--- src/rtl/pwd_pkg.sv ---
package pwd_pkg;

  typedef enum logic [2:0] {
    SEL_IO_LO      = 3'd0,
    SEL_IO_HI      = 3'd1,
    SEL_MEM        = 3'd2,
    SEL_PF         = 3'd3,
    SEL_PF_BASE_UP = 3'd4,
    SEL_PF_LIM_UP  = 3'd5,
    SEL_CTRL       = 3'd6
  } cfgSel_e;

  localparam logic [1:0] KIND_IO  = 2'd1;
  localparam logic [1:0] KIND_MEM = 2'd2;

  typedef struct packed {
    logic wrIoLo;
    logic wrIoHi;
    logic wrMem;
    logic wrPf;
    logic wrPfBaseUp;
    logic wrPfLimUp;
    logic wrCtrl;
    logic reqLoad;
    logic isIo;
    logic isMem;
  } strobe_t;

endpackage

--- src/rtl/pwd_range.sv ---
module pwd_range #(
  parameter int W = 20
) (
  input  logic [W-1:0] lo,
  input  logic [W-1:0] hi,
  input  logic [W-1:0] val,
  output logic         hit
);
  // Inclusive compare; hi < lo yields no hit naturally.
  assign hit = (val >= lo) && (val <= hi);
endmodule

--- src/rtl/pwd_ctrl.sv ---
module pwd_ctrl
  import pwd_pkg::*;
(
  input  logic       cfgWrEn,
  input  logic [2:0] cfgSel,
  input  logic       reqValid,
  input  logic [1:0] reqKind,
  output strobe_t    strobes
);
  always_comb begin
    strobes            = '0;
    strobes.wrIoLo     = cfgWrEn && (cfgSel == SEL_IO_LO);
    strobes.wrIoHi     = cfgWrEn && (cfgSel == SEL_IO_HI);
    strobes.wrMem      = cfgWrEn && (cfgSel == SEL_MEM);
    strobes.wrPf       = cfgWrEn && (cfgSel == SEL_PF);
    strobes.wrPfBaseUp = cfgWrEn && (cfgSel == SEL_PF_BASE_UP);
    strobes.wrPfLimUp  = cfgWrEn && (cfgSel == SEL_PF_LIM_UP);
    strobes.wrCtrl     = cfgWrEn && (cfgSel == SEL_CTRL);
    strobes.reqLoad    = reqValid;
    strobes.isIo       = (reqKind == KIND_IO);
    strobes.isMem      = (reqKind == KIND_MEM);
  end
endmodule

--- src/rtl/pwd_datapath.sv ---
module pwd_datapath
  import pwd_pkg::*;
#(
  parameter int ADDR_W   = 64,
  parameter int IO_W     = 32,
  parameter int MEM_W    = 32,
  parameter int IO_GRAN  = 12,
  parameter int MEM_GRAN = 20,
  parameter int DATA_W   = 32
) (
  input  logic              clk,
  input  logic              rstN,
  input  strobe_t           strobes,
  input  logic [DATA_W-1:0] cfgWrData,
  input  logic [ADDR_W-1:0] reqAddr,
  input  logic              reqWrite,
  input  logic              fromSec,
  output logic              fwdDown,
  output logic              fwdUp
);
  localparam int IO_NIB_W  = 16 - IO_GRAN;
  localparam int IO_UP_W   = IO_W - 16;
  localparam int IO_CMP_W  = IO_W - IO_GRAN;
  localparam int MEM_FLD_W = MEM_W - MEM_GRAN;
  localparam int PF_UP_W   = ADDR_W - MEM_W;
  localparam int PF_CMP_W  = ADDR_W - MEM_GRAN;
  localparam int ISA_SPACE = 16;
  localparam int ALIAS_W   = 10;

  logic [IO_NIB_W-1:0]  ioBaseLo, ioLimLo;
  logic [IO_UP_W-1:0]   ioBaseHi, ioLimHi;
  logic [MEM_FLD_W-1:0] memBase, memLim, pfBase, pfLim;
  logic [PF_UP_W-1:0]   pfBaseUp, pfLimUp;
  logic                 isaEn, vgaEn, vgaSnoop;

  always_ff @(posedge clk or negedge rstN) begin
    if (!rstN) begin
      ioBaseLo <= '1; ioLimLo <= '0;
      ioBaseHi <= '1; ioLimHi <= '0;
      memBase  <= '1; memLim  <= '0;
      pfBase   <= '1; pfLim   <= '0;
      pfBaseUp <= '1; pfLimUp <= '0;
      isaEn    <= 1'b0;
      vgaEn    <= 1'b0;
      vgaSnoop <= 1'b0;
    end else begin
      if (strobes.wrIoLo) begin
        ioBaseLo <= cfgWrData[IO_GRAN-8 +: IO_NIB_W];
        ioLimLo  <= cfgWrData[IO_GRAN   +: IO_NIB_W];
      end
      if (strobes.wrIoHi) begin
        ioBaseHi <= cfgWrData[0  +: IO_UP_W];
        ioLimHi  <= cfgWrData[16 +: IO_UP_W];
      end
      if (strobes.wrMem) begin
        memBase <= cfgWrData[MEM_GRAN-16 +: MEM_FLD_W];
        memLim  <= cfgWrData[MEM_GRAN    +: MEM_FLD_W];
      end
      if (strobes.wrPf) begin
        pfBase <= cfgWrData[MEM_GRAN-16 +: MEM_FLD_W];
        pfLim  <= cfgWrData[MEM_GRAN    +: MEM_FLD_W];
      end
      if (strobes.wrPfBaseUp) pfBaseUp <= cfgWrData[PF_UP_W-1:0];
      if (strobes.wrPfLimUp)  pfLimUp  <= cfgWrData[PF_UP_W-1:0];
      if (strobes.wrCtrl) begin
        isaEn    <= cfgWrData[0];
        vgaEn    <= cfgWrData[1];
        vgaSnoop <= cfgWrData[2];
      end
    end
  end

  // Window compares
  logic ioInRange, memInRange, pfInRange;

  pwd_range #(.W(IO_CMP_W)) u_ioRange (
    .lo ({ioBaseHi, ioBaseLo}),
    .hi ({ioLimHi, ioLimLo}),
    .val(reqAddr[IO_W-1:IO_GRAN]),
    .hit(ioInRange)
  );

  pwd_range #(.W(MEM_FLD_W)) u_memRange (
    .lo (memBase),
    .hi (memLim),
    .val(reqAddr[MEM_W-1:MEM_GRAN]),
    .hit(memInRange)
  );

  pwd_range #(.W(PF_CMP_W)) u_pfRange (
    .lo ({pfBaseUp, pfBase}),
    .hi ({pfLimUp, pfLim}),
    .val(reqAddr[ADDR_W-1:MEM_GRAN]),
    .hit(pfInRange)
  );

  // Legacy carve-outs
  logic              upperIoZero, upperMemZero, legacyIo;
  logic [ALIAS_W-1:0] alias10;
  logic              isaAlias, vgaIoHit, vgaMemHit, snoopHit;
  logic              ioClaim, memClaim, pfClaim, claim;

  always_comb begin
    upperIoZero  = (reqAddr[ADDR_W-1:IO_W] == '0);
    upperMemZero = (reqAddr[ADDR_W-1:MEM_W] == '0);
    legacyIo     = (reqAddr[ADDR_W-1:ISA_SPACE] == '0);
    alias10      = reqAddr[ALIAS_W-1:0];

    isaAlias  = isaEn && legacyIo && (reqAddr[9:8] != 2'b00);

    vgaIoHit  = vgaEn && strobes.isIo && legacyIo &&
                (((alias10 >= 10'h3B0) && (alias10 <= 10'h3BB)) ||
                 ((alias10 >= 10'h3C0) && (alias10 <= 10'h3DF)));
    vgaMemHit = vgaEn && strobes.isMem && (reqAddr[ADDR_W-1:17] == 'd5);

    snoopHit  = vgaSnoop && strobes.isIo && reqWrite && legacyIo &&
                ((alias10 == 10'h3C6) || (alias10 == 10'h3C8) ||
                 (alias10 == 10'h3C9));

    ioClaim  = strobes.isIo  && upperIoZero  && ioInRange && !isaAlias;
    memClaim = strobes.isMem && upperMemZero && memInRange;
    pfClaim  = strobes.isMem && pfInRange;

    claim = ioClaim || memClaim || pfClaim || vgaIoHit || vgaMemHit || snoopHit;
  end

  always_ff @(posedge clk or negedge rstN) begin
    if (!rstN) begin
      fwdDown <= 1'b0;
      fwdUp   <= 1'b0;
    end else if (strobes.reqLoad) begin
      fwdDown <= !fromSec && claim;
      fwdUp   <= fromSec && !claim && (strobes.isIo || strobes.isMem);
    end else begin
      fwdDown <= 1'b0;
      fwdUp   <= 1'b0;
    end
  end
endmodule

--- src/rtl/pci_window_decode.sv ---
module pci_window_decode
  import pwd_pkg::*;
#(
  parameter int ADDR_W   = 64,
  parameter int IO_W     = 32,
  parameter int MEM_W    = 32,
  parameter int IO_GRAN  = 12,
  parameter int MEM_GRAN = 20,
  parameter int DATA_W   = 32
) (
  input  logic              clk,
  input  logic              rstN,
  input  logic              cfgWrEn,
  input  logic [2:0]        cfgSel,
  input  logic [DATA_W-1:0] cfgWrData,
  input  logic              reqValid,
  input  logic [ADDR_W-1:0] reqAddr,
  input  logic [1:0]        reqKind,
  input  logic              reqWrite,
  input  logic              fromSec,
  output logic              fwdDown,
  output logic              fwdUp
);
  strobe_t strobes;

  pwd_ctrl u_ctrl (
    .cfgWrEn (cfgWrEn),
    .cfgSel  (cfgSel),
    .reqValid(reqValid),
    .reqKind (reqKind),
    .strobes (strobes)
  );

  pwd_datapath #(
    .ADDR_W(ADDR_W), .IO_W(IO_W), .MEM_W(MEM_W),
    .IO_GRAN(IO_GRAN), .MEM_GRAN(MEM_GRAN), .DATA_W(DATA_W)
  ) u_dp (
    .clk      (clk),
    .rstN     (rstN),
    .strobes  (strobes),
    .cfgWrData(cfgWrData),
    .reqAddr  (reqAddr),
    .reqWrite (reqWrite),
    .fromSec  (fromSec),
    .fwdDown  (fwdDown),
    .fwdUp    (fwdUp)
  );
endmodule

--- config.mk ---
export PLATFORM = sky130hd
export DESIGN_NAME = pci_window_decode
export DESIGN_NICKNAME = d
export VERILOG_FILES = /design/src/rtl/pwd_pkg.sv /design/src/rtl/pwd_range.sv /design/src/rtl/pwd_ctrl.sv /design/src/rtl/pwd_datapath.sv /design/src/rtl/pci_window_decode.sv
export SDC_FILE = /design/constraint.sdc
export NUM_CORES = 1
export LEC_CHECK = 0
export BUFFER_PORTS_ARGS = -buffer_cell sky130_fd_sc_hd__buf_2
export CAP_MARGIN = 0
export CELL_PAD_IN_SITES_DETAIL_PLACEMENT = 1
export CELL_PAD_IN_SITES_GLOBAL_PLACEMENT = 2
export CORE_MARGIN = 8
export CORE_UTILIZATION = 42
export CTS_BUF_LIST = sky130_fd_sc_hd__clkbuf_8
export DETAILED_ROUTE_END_ITERATION = 8
export PLACE_DENSITY_LB_ADDON = 0.25
export SYNTH_ARGS = -nofsm -noshare
export SYNTH_HDL_FRONTEND = slang
export SYNTH_SLANG_ARGS = --single-unit
--- constraint.sdc ---
create_clock -name clk -period 4.1 [get_ports clk]
set_input_delay 0 -clock clk [delete_from_list [all_inputs] [get_ports clk]]
set_output_delay 0 -clock clk [all_outputs]
set_load 0.005 [all_outputs]
==> impl_metrics.ini, run 1 <==
[drt]
dr.pass1.iters = 4
wl_um = 28000
ant_nets = 0
drt_iter0_drc = 353
drc = 0
wl_per_cell_um = 19.33
via_per_inst = 5.360
vias = 7767

[layout]
fill_cells = 2737
area_delta_synth_final_pct = 17.30
nNetsFinal = 1407
antenna_cells = 0
final_cells = 1449
seq_area_mm2 = 0.004024
multi_input_area_mm2 = 0.005109
drive_above_1_share = 0.2545

[worst_setup_path]
cp_common_cell = nor4_1
crit_path_max_fanout = 2
reg2reg_to = u_dp.fwdUp
crit_start = u_dp.pfBase[0]
cp.required_ns = 4.48
start_kind = register
worstPathArrival_ns = 3.67
cpPeakStageDelay_ns = 0.61
slowest_stage = a2111oi_0
ff2ff_setup_slack_ns = 0.82
end_kind = register
r2r_cells = 9
path_cells = ha_1, nand2b_1, a2111oi_0, nor4_1, o311a_1, a31oi_1, a2bb2oi_2, nor4_1, dlygate4sd3_1
rr_startpoint = u_dp.pfBase[0]
crit_end = u_dp.fwdUp
critical_path_class = reg -> reg

[timing]
fmax_mhz = 304.6
slew_viol_final = 0
setup_tns_ns = 0
fin_hold_ws_ns = 0.09111
slew_headroom = 0.3692
fin_ws_ns = 0.8168
finClkSkew_ns = 0.01314
max_slew.worst_pin.slew_ns = 0.9462
finalHoldViolations = 0
rsz0062_at_grt = no
min_period_ns = 3.283
fin_crit_sh = 0.8008
setup_viol = 0

[worst_hold_path]
hold_path.class = in -> reg
hold_depth = 4

[clock_network]
clkLatencyLatePin_ns = 0.46
cts.clk_slew.worst_paths_ns = 0.09
htreeDepth = 4
hold_buffers = 39
cts_tree = done
cts_buffers = 17
cts-root-buf = clkbuf_8
cts.path.max_buffers = 2
cts_resized = 0
cts.sinks = 157
post-cts-setup-buffers = 0

[die]
core_mm2 = 0.02312
dieHeight_um = 168.5
pin_count = 109
die_w_um = 168.5
die_area_mm2 = 0.02840
initial_core_util = 0.4226
rows = 56

[pwr]
power_leakage_nw = 5.445
peakVddDrop_v = 0.0001676
power_density_mw_per_mm2 = 413.2

[synthesis]
synthCells = 998
yosysSeqAreaShare = 0.4118
async_flop_share = 1.000
synth_commonest_cells = ha_1, inv_1, nand2_1
yosysWarnings = 0
synth_top_area_frac = 0.2074
synth_area_leaders = dfrtp_1, dfstp_2, ha_1
yosys.cell_count.top_type = ha_1
ys_types = 55
synth_edf_count = 0
syn_area_mm2 = 0.009772
synthesis.nets = 1259
yosysTopAreaCell = dfrtp_1
synth_area_per_cell_um2 = 9.791
ys_ff_latch = 157
synth-main-ff-cell = dfrtp_1

[placed_design]
dp_slack_ns = 1.346
io_buffers = 106
gp_congestion = 0.8160
dpl.hpwl_um = 21480
placed_cells = 1378

[global_routing]
grt_max_degree = 96
grt_remaining_overflow = 0
grt_util_all_layers = 0.2017
grt_pass1_vias = 8022
grt_pass1_wl_um = 44350
antenna_found_initial = 0

[status]
status = complete, no violations

[flow_run]
maxCapViolCount = 0
==> cells in the final DEF, fill, tap and decap left out, drive strengths merged, types with 31 or more instances in the layout <==
| cell type | count |
|---|---|
| dfstp | 76 |
| buf | 114 |
| inv | 153 |
| nand2 | 114 |
| mux2 | 63 |
| nand4 | 31 |
| dlygate4sd3 | 39 |
| ha | 154 |
| o21ai | 107 |
| dfrtp | 81 |
| a21oi | 48 |
==> cell families after synthesis <==
| family | share of synthesized area |
|---|---|
| and+or+nand+nor | 0.1147 |
| AOI/OAI and AO/OA | 0.1365 |
| buffers and inverters | 0.06722 |
| DFF | 0.4118 |
| adders and majority gates | 0.1972 |
| muxes | 0.07260 |
==> state kept, by name, summed over array words and instances, names as in the netlist <==
register       cells
u_dp.pfBaseUp     32
u_dp.pfLim        12
u_dp.vgaEn         1
u_dp.ioLimHi      16
u_dp.pfBase       12
u_dp.vgaSnoop      1
u_dp.ioLimLo       4
u_dp.memBase      12
u_dp.isaEn         1
u_dp.memLim       12
u_dp.fwdUp         1
u_dp.fwdDown       1
u_dp.pfLimUp      32
u_dp.ioBaseLo      4
u_dp.ioBaseHi     16
==> power by group <==
| part | internal [mW] | leakage, nW | total [mW] | switching, mW |
|---|---|---|---|---|
| clock network | 0.576 | 0.202 | 1.20 | 0.620 |
| logic | 0.641 | 3.46 | 1.44 | 0.799 |
| registers | 1.98 | 1.78 | 2.10 | 0.119 |
==> routing by layer <==
metal  wire, µm  global-route usage  vias up
met3       1019             0.03657       26
met4        378             0.04542        0
li1           -                   -     3794
met1      13860              0.2803     3833
met2      12740              0.3223      114
met5          0                   0        -
==> critical path, delay by kind of cell, from the launching register on <==
| kind | cells | cell delay [ns] |
|---|---|---|
| AO/OA/AOI/OAI | 4 | 1.27 |
| buffers and inverters | 1 | 0.60 |
| AND/OR/NAND/NOR | 3 | 0.59 |
| flip-flops | 1 | 0.54 |
| adder cells (fa/ha/maj) | 1 | 0.21 |
==> through the flow <==
| step | total power, mW | instance area [µm²] | utilization |
|---|---|---|---|
| 3_3_place_gp | 3.476 | 10670 | 0.4615 |
| 2_1_floorplan | 3.066 | 9772 | - |
| 6_report | 4.736 | 11460 | 0.4957 |
| 3_5_place_dp | 3.556 | 10670 | 0.4615 |
| 4_1_cts | 4.801 | 11460 | 0.4957 |
| 5_1_grt | 5.089 | 11460 | 0.4957 |
==> worst min path at each step <==
stage	from	slack, ns	endpoint
2_1_floorplan	rstN	-0.30	u_dp.fwdDown
3_5_place_dp	rstN	0.17	u_dp.memLim[1]
4_1_cts	cfgSel[1]	0.07	u_dp.memBase[1]
5_1_grt	cfgSel[1]	0.11	u_dp.memBase[1]
3_3_place_gp	rstN	0.17	u_dp.memLim[1]
6_report	cfgSel[1]	0.09	u_dp.memBase[1]
==> area by class of cell <==
class	count	share of cell area
repair buffers	153	0.08722
clock buffers	19	0.02281
clock inverters	13	0.01212
inverters	151	0.04945
flip-flops and latches	157	0.3511
multi-input cells	666	0.4457
well taps	290	0.03166
Power figures use the tool's default switching activity.
==> run 2: changes to the inputs <==
--- a/config.mk
+++ b/config.mk
@@ -10,7 +10,7 @@
 export CELL_PAD_IN_SITES_DETAIL_PLACEMENT = 1
 export CELL_PAD_IN_SITES_GLOBAL_PLACEMENT = 2
 export CORE_MARGIN = 8
-export CORE_UTILIZATION = 42
+export CORE_UTILIZATION = 35
 export CTS_BUF_LIST = sky130_fd_sc_hd__clkbuf_8
 export DETAILED_ROUTE_END_ITERATION = 8
 export PLACE_DENSITY_LB_ADDON = 0.25
==> constraint.sdc (replaced) <==
create_clock -name clk -period 2.6 [get_ports clk]
set_input_delay 0 -clock clk [delete_from_list [all_inputs] [get_ports clk]]
set_output_delay 0 -clock clk [all_outputs]
set_load 0.005 [all_outputs]
==> run 2 against run 1 <==
Register-to-register slack worse by 0.70 ns. Non-clock buffer count is 7 higher. Clock skew is 0.014 ns higher. Clock power is 70% higher. Fmax is 32% higher. Critical path type unchanged. Highest routed layer unchanged.
==> impl_metrics.ini, run 2 (synthesized netlist as in run 1, its figures left out) <==
[worst_setup_path]
critical_path_class = reg -> reg
crit_path_max_fanout = 2
reg2reg_to = u_dp.fwdDown
rr_startpoint = u_dp.memBase[0]
worstPathArrival_ns = 2.81
end_kind = register
r2r_cells = 8
start_kind = register
cp.required_ns = 2.93
ff2ff_setup_slack_ns = 0.12

[clock_network]
cts.clk_slew.worst_paths_ns = 0.09
cts_tree = done
cts-root-buf = clkbuf_8
clkLatencyLatePin_ns = 0.46
cts_buffers = 17
htreeDepth = 4
post-cts-setup-buffers = 0
cts.path.max_buffers = 2
cts.sinks = 157

[global_routing]
antenna_found_initial = 1
grt_remaining_overflow = 0
grt_max_degree = 75
grt_pass1_wl_um = 46730
grt_pass1_vias = 8259
grt_util_all_layers = 0.1803

[layout]
top_regs = u_dp.pfBaseUp (32), u_dp.pfLimUp (32)
antenna_cells = 0
final_common_cell = ha_1
fill_cells = 3197
final_cell_mix = ha_1, inv_1, nand2_1
area_delta_synth_final_pct = 19.59
final_util = 0.4230
nNetsFinal = 1414
final_area_mm2 = 0.01169
drive_above_1_share = 0.2616

[drt]
dr.pass1.iters = 4
via_per_inst = 5.026
drt_iter0_drc = 294
drc = 0
wl_per_cell_um = 18.84
wl_um = 29080
ant_nets = 0
vias = 7760

[placed_design]
gp_congestion = 0.7836
dp_slack_ns = 0.1127
placed_cell_area_mm2 = 0.01083
dpl.hpwl_um = 22420
io_buffers = 106

[timing]
fin_ws_ns = 0.1216
finalHoldViolations = 0
fin_crit_sh = 0.9532
slew_viol_final = 0
max_slew.worst_pin.slew_ns = 0.6165
min_period_ns = 2.478
fin_hold_ws_ns = 0.08159
fmax_mhz = 403.5
setup_viol = 0
finClkSkew_ns = 0.02679
rsz0062_at_grt = yes
slew_headroom = 0.5890

[pwr]
peakVddDrop_v = 0.0002583
internal_power_mw = 5.192
comb_power_share = 0.302
power_leakage_nw = 5.500
power_density_mw_per_mm2 = 655.6
clockPowerShare = 0.267
power.switching_mw = 2.470
p_seq_frac = 0.431
sw_frac_of_total = 0.3224

[worst_hold_path]
hold_depth = 4
min_from = cfgSel[1]
hold_path.class = in -> reg
holdPathEnd = u_dp.memBase[6]

[die]
pin_count = 109
rows = 61
dieHeight_um = 183.1
die_area_mm2 = 0.03352
initial_core_util = 0.3537
core_mm2 = 0.02763
die_w_um = 183.1

[status]
status = complete, no violations

[flow_run]
maxCapViolCount = 0
run 2: cell count changes in the layout (fill, tap and decap cells not counted), moves of 2 or more:
| cell | before | now |
|---|---|---|
| buf_4 | 7 | 14 |
| clkinv_2 | 4 | 1 |
| nor4_1 | 17 | 15 |
| nor4_2 | 0 | 2 |
run 2: how the worst max path moves through the flow:
stage               cells past startpoint         startpoint  slack [ns]      endpoint
CTS                                     8     u_dp.pfBase[0]        0.08    u_dp.fwdUp
detailed placement                      8     u_dp.pfBase[0]        0.11    u_dp.fwdUp
global placement                        9  u_dp.pfBaseUp[14]        0.13  u_dp.fwdDown
finish                                  8    u_dp.memBase[0]        0.12  u_dp.fwdDown
global route                            8     u_dp.pfBase[0]      -0.003    u_dp.fwdUp
floorplan                               9    u_dp.memBase[7]        0.43  u_dp.fwdDown
run 2: timing repair:
item                                   in CTS  in global routing
endpoints found under the hold margin     211                  0
hold buffers                               39                  0
resized for setup                           0                  5
setup endpoints to repair                   0                  2
run 2: per-stage QoR:
| step | setup TNS, ns | power (mW) | std cells |
|---|---|---|---|
| final | 0 | 7.662 | 1544 |
| after global routing | -0.003165 | 8.264 | 1544 |
| after CTS | 0 | 7.760 | 1544 |
| after detailed placement | 0 | 5.632 | 1473 |
| after global placement | 0 | 5.528 | 1473 |
| after floorplan | 0 | 4.834 | 998 |
run 2: power groups by stage:
stage	registers, mW	clock network (mW)	logic, mW
floorplan	3.30	0	1.54
global placement	3.33	0	2.19
detailed placement	3.36	0	2.28
CTS	3.31	2.10	2.35
global route	3.37	2.20	2.70
finish	3.31	2.04	2.31
run 2: final cells by class:
class,count,area (µm²),area share
clock buffers,20,275.3,0.02355
repair buffers,160,1052,0.09004
well taps,378,473.0,0.04047
clock inverters,12,161.4,0.01381
multi-input cells,666,5134,0.4393
inverters,151,566.8,0.04850
flip-flops and latches,157,4024,0.3443
run 2: worst max-delay path: stages (launching register included):
cell	delay [ns]
dfstp_2	0.54
ha_1	0.21
nand2b_1	0.16
a2111oi_2	0.37
o31ai_1	0.13
a221o_1	0.37
a31oi_1	0.20
o32ai_1	0.13
o211a_1	0.23
run 2: per-layer routing:
layer / GRT usage / wire length [µm] / vias up
met3: 0.03205 / 1075 / 22
met2: 0.2951 / 13530 / 99
met4: 0.03709 / 318 / 0
met5: 0 / 0 / -
met1: 0.2463 / 14160 / 3836
li1: - / - / 3803
==> run 3: changes to the inputs <==
--- a/config.mk
+++ b/config.mk
@@ -10,9 +10,10 @@
 export CELL_PAD_IN_SITES_DETAIL_PLACEMENT = 1
 export CELL_PAD_IN_SITES_GLOBAL_PLACEMENT = 2
 export CORE_MARGIN = 8
-export CORE_UTILIZATION = 35
+export CORE_UTILIZATION = 39
 export CTS_BUF_LIST = sky130_fd_sc_hd__clkbuf_8
 export DETAILED_ROUTE_END_ITERATION = 8
+export HOLD_SLACK_MARGIN = 0.02
 export PLACE_DENSITY_LB_ADDON = 0.25
 export SYNTH_ARGS = -nofsm -noshare
 export SYNTH_HDL_FRONTEND = slang
==> constraint.sdc (replaced) <==
create_clock -name clk -period 2.7 [get_ports clk]
set_input_delay 0 -clock clk [delete_from_list [all_inputs] [get_ports clk]]
set_output_delay 0 -clock clk [all_outputs]
set_load 0.005 [all_outputs]
==> run 3 against run 2 <==
Final area is 0.97% lower. Sequential cell count unchanged. Clock-buffer cell count fell by 2. Combinational power is 5% lower. Largest power group unchanged. Die area shrank 9.4%. Global-route usage rose by 1.3 points. First-iteration DRC count rose by 21%. Critical path depth unchanged. Non-clock buffer count is 2 lower. Power is 4.7% lower. Sequential share of layout area rose by 0.34 points. Fmax shrank 3.0%.
==> impl_metrics.ini, run 3 (synthesized netlist as in run 1, its figures left out) <==
[global_routing]
grt_max_degree = 75
antenna_found_initial = 0
grt_remaining_overflow = 0
grt_pass1_wl_um = 45790
grt_pass1_vias = 8107
grt_util_all_layers = 0.1934

[worst_setup_path]
start_kind = register
rr_startpoint = u_dp.pfBase[0]
path_depth = 8
slowest_stage = dfstp_2
cp.required_ns = 3.05
path_cells = ha_1, nand2b_1, a2111oi_0, nor4_1, o311a_1, a31oi_1, a2bb2oi_2, nor4_1
cp_common_cell = nor4_1
cp_num_buf_inv = 0
end_kind = register
cpPeakStageDelay_ns = 0.54
crit_path_max_fanout = 2
r2r_cells = 8
worstPathArrival_ns = 2.90
critical_path_class = reg -> reg
crit_start = u_dp.pfBase[0]
cp_top_family = compound AO/OA/AOI/OAI gates
ff2ff_setup_slack_ns = 0.15

[worst_hold_path]
hold_path.class = in -> async

[placed_design]
gp_congestion = 0.7865
dp_slack_ns = 0.1083
placed_cells = 1424
io_buffers = 106
dpl.hpwl_um = 21810

[timing]
max_slew.worst_pin.slew_ns = 0.8092
finClkSkew_ns = 0.01891
fin_ws_ns = 0.1459
setup_viol = 0
fin_hold_ws_ns = 0.06898
slew_viol_final = 0
slew_headroom = 0.4599
finalHoldViolations = 0
min_period_ns = 2.554
rsz0062_at_grt = no
setup_tns_ns = 0
fmax_mhz = 391.5
fin_crit_sh = 0.9460

[drt]
dr.pass1.iters = 4
wl_per_cell_um = 19.10
drt_iter0_drc = 355
via_per_inst = 5.198
vias = 7771
ant_nets = 0
wl_um = 28560
drc = 0

[layout]
seq_area_mm2 = 0.004024
area_delta_synth_final_pct = 18.42
fill_cells = 2867
multi_input_area_mm2 = 0.005114
nNetsFinal = 1412
final_cells = 1495
final_common_cell = ha_1
final_cell_mix = ha_1, inv_1, nand2_1
top_regs = u_dp.pfBaseUp (32), u_dp.pfLimUp (32)
drive_above_1_share = 0.2577

[die]
pin_count = 109
die_w_um = 174.3
dieHeight_um = 174.3
die_area_mm2 = 0.03038
initial_core_util = 0.3926
rows = 58
core_mm2 = 0.02489

[pwr]
peakVddDrop_v = 0.0003019
power_density_mw_per_mm2 = 630.6
power_leakage_nw = 5.485
power_mw = 7.298

[clock_network]
cts-root-buf = clkbuf_8
cts.clk_slew.worst_paths_ns = 0.10
htreeDepth = 4
cts.sinks = 157
clkLatencyLatePin_ns = 0.47
cts_buffers = 17
cts.path.max_buffers = 2
cts_tree = done

[status]
status = complete, no violations

[flow_run]
maxCapViolCount = 0
-- run 3: cell types whose count changed in the layout (fill, tap and decap cells not counted), sizes merged --
cell,before,now
buf,121,120
dlygate4sd3,39,38
diode,0,1
inv,154,155
clkbuf,20,18
clkinv,5,6
-- run 3: layout make-up --
type                       instances  share of cell area
timing repair buffer             158             0.08942
sequential                       157              0.3477
tap                              330             0.03568
inverter                         151             0.04898
multi-input combinational        666              0.4419
clock buffer                      18             0.02141
antenna                            1           0.0002162
clock inverter                    14             0.01470
-- run 3: repair_timing --
| item | in CTS | in global routing |
|---|---|---|
| hold buffers | 38 | 0 |
| setup endpoints to repair | 0 | 1 |
| buffers inserted | 0 | 0 |
| endpoints found under the hold margin | 255 | 0 |
| gates resized for setup | 0 | 1 |
-- run 3: per-stage QoR --
stage / cell area (µm²) / util
floorplan: 9772 / -
finish: 11570 / 0.4649
detailed placement: 10770 / 0.4325
global placement: 10770 / 0.4325
CTS: 11560 / 0.4646
global route: 11570 / 0.4648
-- run 3: path summary, 6_finish.rpt --
kind,to
worst max-delay path,u_dp.fwdUp
worst min-delay path,u_dp.memLim[1]
worst max register to register,u_dp.fwdUp
worst min register to register,u_dp.ioBaseHi[7]
max in group asynchronous,u_dp.pfBaseUp[15]
min in group clk,u_dp.memBase[4]
-- run 3: report_power, final --
part           internal [mW]  switching [mW]
combinational          0.986            1.22
sequential              3.01           0.184
clock                  0.944           0.959
-- run 3: routing by layer --
layer | share of wire | GRT usage | up-vias
li1 | - | - | 3815
met1 | 0.48 | 0.2606 | 3814
met2 | 0.47 | 0.3126 | 116
met3 | 0.038 | 0.03884 | 26
met4 | 0.013 | 0.04774 | 0
met5 | 0 | 0 | -
